[config.mk]
export PLATFORM = sky130hd
export DESIGN_NAME = dchain_rx
export DESIGN_NICKNAME = d
export VERILOG_FILES = /design/src/rtl/dchain_pkg.sv /design/src/rtl/dchain_tag_dec.sv /design/src/rtl/dchain_qw_pack.sv /design/src/rtl/dchain_rx.sv
export SDC_FILE = /design/constraint.sdc
export NUM_CORES = 1
export LEC_CHECK = 0
export ABC_AREA = 1
export BUFFER_PORTS_ARGS = -buffer_cell sky130_fd_sc_hd__buf_2
export CORE_MARGIN = 2
export CORE_UTILIZATION = 30
export CTS_CLUSTER_DIAMETER = 60
export DETAILED_ROUTE_END_ITERATION = 10
export GPL_ROUTABILITY_DRIVEN = 0
export GPL_TIMING_DRIVEN = 0
export RECOVER_POWER = 50
export SETUP_SLACK_MARGIN = 0.15
export SLEW_MARGIN = 20
export SYNTH_ARGS = -nofsm -noshare
export SYNTH_HDL_FRONTEND = slang
export SYNTH_SLANG_ARGS = --single-unit
[constraint.sdc]
create_clock -name clk -period 3.62 [get_ports clk]
set_clock_uncertainty 0.1 [all_clocks]
set_input_delay 0.543 -clock clk [delete_from_list [all_inputs] [get_ports clk]]
set_output_delay 0.543 -clock clk [all_outputs]
set_load 0.05 [all_outputs]
[src/rtl/dchain_pkg.sv]
package dchain_pkg;

   localparam int QW_WORDS = 4;

   typedef enum logic [2:0] {
      TAG_REFE = 3'd0,
      TAG_CNT  = 3'd1,
      TAG_NEXT = 3'd2,
      TAG_REF  = 3'd3,
      TAG_REFS = 3'd4,
      TAG_CALL = 3'd5,
      TAG_RET  = 3'd6,
      TAG_END  = 3'd7
   } tag_kind_e;

   typedef enum logic [1:0] {
      S_IDLE,
      S_CHECK,
      S_TAG,
      S_DATA
   } rx_state_e;

   typedef struct packed {
      logic [15:0] cnt;
      logic        closes;
      logic        stall_upd;
   } tag_dec_t;

endpackage

[src/rtl/dchain_tag_dec.sv]
module dchain_tag_dec
   import dchain_pkg::*;
(
   input  logic [31:0] tag_w0,
   input  logic        tie,
   output tag_dec_t    dec
);

   tag_kind_e kind;
   logic      irq_flag;

   always_comb begin
      kind          = tag_kind_e'(tag_w0[30:28]);
      irq_flag      = tag_w0[31];
      dec.cnt       = tag_w0[15:0];
      dec.closes    = (tie && irq_flag) || (kind == TAG_REFE) || (kind == TAG_END);
      dec.stall_upd = (kind == TAG_REFE) || (kind == TAG_REFS);
   end

endmodule

[src/rtl/dchain_qw_pack.sv]
module dchain_qw_pack
   import dchain_pkg::*;
(
   input  logic         clk,
   input  logic         rst_n,
   input  logic         clr,
   input  logic         pop,
   input  logic [31:0]  word,
   output logic         last,
   output logic [31:0]  lane0,
   output logic [31:0]  lane1,
   output logic [127:0] qw
);

   localparam int IDX_W = $clog2(QW_WORDS);

   logic [IDX_W-1:0] widx_q;
   logic [31:0]      lane_q [QW_WORDS-1];

   always_ff @(posedge clk or negedge rst_n) begin
      if (!rst_n)             widx_q <= '0;
      else if (clr)           widx_q <= '0;
      else if (pop)           widx_q <= widx_q + 1'b1;
   end

   generate
      for (genvar g = 0; g < QW_WORDS - 1; g++) begin : g_lane
         always_ff @(posedge clk or negedge rst_n) begin
            if (!rst_n)                                   lane_q[g] <= '0;
            else if (pop && widx_q == IDX_W'(g))          lane_q[g] <= word;
         end
      end
   endgenerate

   assign last  = pop && (widx_q == IDX_W'(QW_WORDS - 1));
   assign lane0 = lane_q[0];
   assign lane1 = lane_q[1];
   assign qw    = {word, lane_q[2], lane_q[1], lane_q[0]};

   p_lane_wraps_r1: assert property (@(posedge clk) disable iff (!rst_n)
      (last && !clr) |=> (widx_q == '0));

endmodule

[src/rtl/dchain_rx.sv]
module dchain_rx
   import dchain_pkg::*;
#(
   parameter int ADDR_W = 32,
   parameter int CNT_W  = 16,
   parameter int LVL_W  = 8
) (
   input  logic              clk,
   input  logic              rst_n,
   input  logic              start_set,
   input  logic              start_clr,
   input  logic              chain_mode,
   input  logic              tie_en,
   input  logic [1:0]        stall_sel,
   input  logic [ADDR_W-1:0] init_addr,
   input  logic [CNT_W-1:0]  init_qwc,
   input  logic [LVL_W-1:0]  fifo_level,
   input  logic [31:0]       fifo_rdata,
   output logic              fifo_pop,
   output logic              mem_we,
   output logic [ADDR_W-1:0] mem_addr,
   output logic [127:0]      mem_wdata,
   output logic              busy,
   output logic              irq,
   output logic [ADDR_W-1:0] cur_addr,
   output logic [CNT_W-1:0]  cur_qwc,
   output logic [ADDR_W-1:0] stall_addr
);

   localparam int MW = (CNT_W > LVL_W) ? CNT_W : LVL_W;

   generate
      if (ADDR_W < 8 || ADDR_W > 32) begin : g_bad_addr
         $error("dchain_rx: ADDR_W must lie in 8..32");
      end
      if (CNT_W < 1 || CNT_W > 16) begin : g_bad_cnt
         $error("dchain_rx: CNT_W must lie in 1..16");
      end
      if (LVL_W < 3) begin : g_bad_lvl
         $error("dchain_rx: LVL_W must be at least 3");
      end
   endgenerate

   rx_state_e         state_q;
   logic [ADDR_W-1:0] addr_q, stall_q;
   logic [CNT_W-1:0]  qwc_q, burst_q, qdone_q, burst_nx;
   logic              busy_q, irq_q, close_q;
   logic              mode_q, tie_q;
   logic [1:0]        ssel_q;

   logic              pk_last, has_qw, burst_end;
   logic [31:0]       lane0, lane1;
   logic [127:0]      qw;
   logic [MW-1:0]     rem_w, avail_w;
   tag_dec_t          dec;

   assign fifo_pop  = (state_q == S_TAG || state_q == S_DATA) && !start_clr;
   assign has_qw    = fifo_level >= LVL_W'(QW_WORDS);
   assign rem_w     = MW'(qwc_q);
   assign avail_w   = MW'(fifo_level >> 2);
   assign burst_nx  = (rem_w < avail_w) ? qwc_q : CNT_W'(avail_w);
   assign burst_end = (qdone_q + 1'b1) == burst_q;

   dchain_qw_pack u_pack (
      .clk   (clk),
      .rst_n (rst_n),
      .clr   (start_clr),
      .pop   (fifo_pop),
      .word  (fifo_rdata),
      .last  (pk_last),
      .lane0 (lane0),
      .lane1 (lane1),
      .qw    (qw)
   );

   dchain_tag_dec u_dec (
      .tag_w0 (lane0),
      .tie    (tie_q),
      .dec    (dec)
   );

   always_ff @(posedge clk or negedge rst_n) begin
      if (!rst_n) begin
         state_q <= S_IDLE;
         addr_q  <= '0;
         stall_q <= '0;
         qwc_q   <= '0;
         burst_q <= '0;
         qdone_q <= '0;
         busy_q  <= 1'b0;
         irq_q   <= 1'b0;
         close_q <= 1'b0;
         mode_q  <= 1'b0;
         tie_q   <= 1'b0;
         ssel_q  <= '0;
      end else begin
         irq_q <= 1'b0;
         if (start_clr) begin
            busy_q  <= 1'b0;
            close_q <= 1'b0;
            state_q <= S_IDLE;
         end else begin
            unique case (state_q)
               S_IDLE: if (start_set) begin
                  busy_q  <= 1'b1;
                  close_q <= 1'b0;
                  mode_q  <= chain_mode;
                  tie_q   <= tie_en;
                  ssel_q  <= stall_sel;
                  addr_q  <= init_addr;
                  qwc_q   <= chain_mode ? '0 : init_qwc;
                  state_q <= S_CHECK;
               end
               S_CHECK: begin
                  if (qwc_q == '0) begin
                     if (!mode_q || close_q) begin
                        busy_q  <= 1'b0;
                        irq_q   <= 1'b1;
                        close_q <= 1'b0;
                        state_q <= S_IDLE;
                     end else if (has_qw) begin
                        state_q <= S_TAG;
                     end
                  end else if (has_qw) begin
                     burst_q <= burst_nx;
                     qdone_q <= '0;
                     state_q <= S_DATA;
                  end
               end
               S_TAG: if (pk_last) begin
                  addr_q  <= ADDR_W'(lane1);
                  qwc_q   <= CNT_W'(dec.cnt);
                  close_q <= close_q | dec.closes;
                  if (ssel_q != 2'b00 && dec.stall_upd)
                     stall_q <= ADDR_W'(lane1) + (ADDR_W'(dec.cnt) << 4);
                  state_q <= S_CHECK;
               end
               S_DATA: if (pk_last) begin
                  qdone_q <= qdone_q + 1'b1;
                  if (burst_end) begin
                     addr_q  <= addr_q + (ADDR_W'(burst_q) << 4);
                     qwc_q   <= qwc_q - burst_q;
                     state_q <= S_CHECK;
                  end
               end
               default: state_q <= S_IDLE;
            endcase
         end
      end
   end

   assign mem_we     = (state_q == S_DATA) && pk_last;
   assign mem_addr   = addr_q + (ADDR_W'(qdone_q) << 4);
   assign mem_wdata  = qw;
   assign busy       = busy_q;
   assign irq        = irq_q;
   assign cur_addr   = addr_q;
   assign cur_qwc    = qwc_q;
   assign stall_addr = stall_q;

   p_pop_has_data_r3: assert property (@(posedge clk) disable iff (!rst_n)
      fifo_pop |-> (fifo_level != '0));

   p_write_while_busy_r1: assert property (@(posedge clk) disable iff (!rst_n)
      mem_we |-> busy);

   p_burst_shrinks_r4: assert property (@(posedge clk) disable iff (!rst_n)
      (mem_we && burst_end && !start_clr) |=> (cur_qwc < $past(cur_qwc)));

   p_stall_only_on_tag_r7: assert property (@(posedge clk) disable iff (!rst_n)
      (state_q != S_TAG) |=> $stable(stall_addr));

   p_irq_drops_busy_r8: assert property (@(posedge clk) disable iff (!rst_n)
      irq |-> !busy);

   p_abort_quiet_r9: assert property (@(posedge clk) disable iff (!rst_n)
      start_clr |=> (!busy && !irq));

endmodule

# Yosys cells after proc, flatten, opt, wreduce, memory -nomap -nowiden
# Cells that the tools add are included.
# totals
romBits	0
latch_bits	0
regBits	219
output_inout_bits	244
elab_cells	124
mem_count	0
ram_bits	0
# classes
shifts	0
eq_ne	23
mul	0
n_addsub	6
magnitude_cmp	2
reduce_logical	33
bitwise	3
n_mux	41
n_div	0
# ops
operator	n
2-to-1 mux 16 bit	9
2-to-1 mux 32 bit	4
adder 32 x 20 -> 32 bit	3
one-hot mux 32 bit (3 select lines)	1
one-hot mux 16 bit (3 select lines)	1
one-hot mux 16 bit (2 select lines)	1
2-to-1 mux 2 bit	11
!= test 3 bit, second input constant	6
adder 16 x 1 -> 16 bit, second input constant	1
== test 16 bit	1
zero test 16 bit	1
< comparator 16 x 6 -> 1 bit	1
subtractor 16 bit	1
!= test 2 bit, second input constant	6
AND reduction 4 bit	3
AND reduction 6 bit	2
2-to-1 mux 1 bit	11
AND reduction 5 bit	2
== test 2 bit, second input constant	4
greater-or-equal comparator 8 x 3 -> 1 bit, second input constant	1
logical AND 1 bit	8
!= test 4 bit, second input constant	2
one-hot mux 2 bit (4 select lines)	1
== test 3 bit, second input constant	2
other kinds (14)	25

# Longest topological paths before layout
# depth
word_depth	7
depth_mapped	17

# Cells and area by module
# A second synthesis with hierarchy kept.
# unflattened
hier_cells	2040
hier_area_um2	15060.7
# by_module_without_submodules
module	instances	seq_area_each_um2	cells_each	area_per_inst_um2
dchain_rx	1	3027.9	1484	10237.3
dchain_qw_pack	1	2452.4	534	4670.7
dchain_tag_dec	1	0.0	22	152.6

# Least setup slack after synthesis
# Ideal clock, no wire load.
# synth_timing
kind	register -> output
start	register addr_q[4] (netlist: cur_addr[4])
end	output mem_addr[26]
path_slack_ns	-0.235
arrival_ns	3.212
stages_incl_launch_ff	12
required_time_ns	2.977
path_cell_list	dfrtp_1 > ha_1 > inv_1 > fa_1 > o21ai_0 > a21oi_1 > o21ai_0 > nand3_1 > nand2_1 > nand2_1 > nor2_1 > xor2_1
# synth_between
elab_chain_len	1
# synth_rtl
item	line	rtl
start, declared	dchain_rx.sv:45	logic [ADDR_W-1:0] addr_q, stall_q;
start signal, assigned	dchain_rx.sv:110	addr_q <= init_addr;
start signal, assigned	dchain_rx.sv:131	addr_q <= ADDR_W'(lane1);
start signal, assigned	dchain_rx.sv:141	addr_q <= addr_q + (ADDR_W'(burst_q) << 4);
adder 32 x 20 -> 32 bit	dchain_rx.sv:153	assign mem_addr = addr_q + (ADDR_W'(qdone_q) << 4);
end, declared	dchain_rx.sv:21	output logic [ADDR_W-1:0] mem_addr,
# No other way between the ends.

# Final worst setup path
# layout_timing
start	register addr_q[8] (netlist: cur_addr[8])
end	output mem_addr[17]
# Same word-level chain as after synthesis.

==> results.ini <==
[clock_network]
clk_pin_slew_ns = 0.06
numCtsBuffers = 28
cts.sinks = 219
cts_tree = yes
cts_root_buf = clkbuf_16
clockBufferDepth = 3
insertion_delay_ns = 0.56
h-tree-depth = 1

[run]
cap_viol_max_count = 1

[grt]
antenna_found_initial = 12
use_met1_pct = 28.86
grt_pass1_vias = 14890
use_met2_pct = 39.29
gr-usage-met3_pct = 4.788
busiest_layer = met2
grt_pass1_wl_um = 88430
grt_overflow = 0
track_usage_pct = 23.02
grt_max_degree = 88

[yosys]
synth_flop_cell = dfrtp_1
ys_ff_latch = 219
yosysUniqueCellTypes = 54
yosysSeqAreaShare_pct = 37.74
yosysWarningCount = 0
synth_fp_nets = 2123
syn_inst = 1946
yosysTopAreaCellShare_pct = 37.74
syn_avg_cell_area_um2 = 7.462
async_flop_share_pct = 100.0
yosys-top-cells-area = dfrtp_1 38%, nand2_1 14%, o21ai_0 7.1%
synth_area_um2 = 14520
synth-edff-count = 0
synth_top_area_cell = dfrtp_1

[floorplanning]
core_area_um2 = 47750
die_y_um = 224.0
core.rowCount = 80
die_w_um = 224.0
die_area_um2 = 50180
io_pins = 340
initial_core_util_pct = 30.41

[timing]
whs_ns = 0.1180
rsz0062_at_grt = yes
finalHoldViolCount = 0
maxSlewHeadroom_pct = -5.029
period_share_pct = 96.17
setup_viol = 0
timing.final.max_slew_violations = 56
fin_crit_ns = 3.481
worst_pin_slew_ns = 1.575
max_freq_mhz = 287.2

[layout]
syn2layout_area_growth_pct = 26.77
instances_no_fill = 2982
drive_gt1_share_pct = 19.70
fill_cells = 4995
nets = 2517
utilization_pct = 38.56
final_cell_mix = 538 x nand2_1, 211 x buf_2, 202 x o21ai_0
multiInputGateArea_um2 = 8030
layout_commonest_cell = nand2_1
regArea_um2 = 5503

[detailed_routing]
drt-pass1-iter-count = 5
final_antenna_net_count = 0
routedWlPerCell_um = 19.99
viasPerCell = 5.147
wirelength_um = 59620
drt-initial-drc-count = 1296
via_count = 15350
drc_errors = 0

[worst_setup_path]
criticalPathCategory = flip-flop to output port
rr_worst_depth = 13
r2r_setup_slack_ns = 0.52
r2r_start = u_pack.lane0[0]
required_ns = 2.98
critPathLaunchType = flip-flop
critical_path_arrival_ns = 2.84
cp-end-kind = output port
r2r_end = stall_addr[24]
worstPathMaxFanout = 4

[status]
status = finished with violations
violations = max-capacitance violations, max-slew violations

[power_and_ir_drop]
power_density_nw_per_um2 = 918.2
vdd_drop_max_mv = 0.5183
leakage_nw = 9.077

[hold_path]
min-delay-start = tie_en
hp-class = input pin to flip-flop
hold_end = tie_q
hold_path_depth = 2

[placed_design]
dp.cells = 2899
io_buffers = 336
dp_hpwl_um = 47440

through the flow:
step                power [mW]  setup TNS [ns]  setup WS, ns  area [µm²]
detailed placement       13.69          -1.152       -0.4470       17090
global route             17.86               0       0.05669       18410
global placement         13.57         -447.07        -2.454       17020
finish                   16.90               0        0.1386       18410
floorplan                10.84               0        0.1170       14570
CTS                      16.86               0       0.02542       18350
registers in the layout, indices dropped and copies added (netlist names), 2 cells and up:
register,flops
u_pack.lane1,32
state_q,2
ssel_q,2
cur_qwc,16
stall_addr,32
u_pack.widx_q,2
burst_q,16
u_pack.qw,32
u_pack.lane0,32
cur_addr,32
qdone_q,16
kinds of logic (layout without fill, tap and decap cells):
kind of cell / after synthesis / count (layout) / synth area share (%)
muxes: 4 / 4 / 0.3102
and+or+nand+nor: 905 / 905 / 27.30
AOI/OAI and AO/OA: 402 / 402 / 15.41
buffers and inverters: 285 / 700 / 8.944
xor gates and xnor gates: 50 / 50 / 3.110
adders and majority gates: 81 / 81 / 7.186
other: 0 / 6 / 0
DFF: 219 / 219 / 37.74
worst max path at each step:
stage / cells after the start / slack [ns] / startpoint / to
final: 9 / 0.14 / cur_addr[8] / mem_addr[17]
after detailed placement: 12 / -0.45 / qdone_q[0] / mem_addr[30]
after floorplan: 11 / 0.12 / cur_addr[4] / mem_addr[26]
after global placement: 1 / -2.45 / rst_n / cur_addr[4]
after CTS: 12 / 0.03 / cur_addr[4] / mem_addr[30]
after global routing: 3 / 0.06 / rst_n / cur_addr[6]
Yosys cell counts (8+ instances only):
cell type  count
nand2_1      542
dfrtp_1      219
o21ai_0      207
inv_1        187
nor2_1       133
nand3_1      114
a21oi_1       87
ha_1          77
buf_4         42
clkbuf_1      38
a22oi_1       33
xor2_1        31
nor3_1        27
nand3_2       21
nand4_1       20
xnor2_1       18
or2_2         17
o22ai_1       13
o21ai_1       11
a31oi_1       10
nand3b_1       8
timing repair:
action | in CTS | in global routing
setup buffers | 10 | 15
pin swaps | 10 | 10
setup endpoints to repair | 21 | 19
hold endpoints to repair | 54 | 0
gates resized for setup | 56 | 29
hold buffers | 1 | 0
routing by layer:
layer	up-vias	wire length [µm]
met5	-	79
met4	12	2105
met3	137	4784
met2	643	28300
met1	7322	24350
li1	7233	-
layout make-up:
| cell class | instances | area share [%] |
|---|---|---|
| antenna | 6 | 0.08156 |
| buffer | 94 | 3.174 |
| clock buffer | 38 | 4.343 |
| clock inverter | 13 | 0.9108 |
| inverter | 191 | 3.915 |
| multi-input combinational | 1442 | 43.62 |
| sequential | 219 | 29.89 |
| tap | 615 | 4.180 |
| timing repair buffer | 364 | 9.882 |
critical path, cell delays in order, from the launching register on:
cell	delay, ns
dfrtp_1	0.45
ha_1	0.38
a21oi_1	0.15
o21ai_1	0.11
a21oi_2	0.17
o21bai_2	0.11
a21oi_1	0.34
o21bai_1	0.17
xor2_1	0.18
buf_4	0.22
power breakdown:
group	switching (mW)	internal (mW)
Combinational	7.04	2.58
Clock	1.18	1.77
Sequential	1.11	3.22
Power figures use the tool's default switching activity.
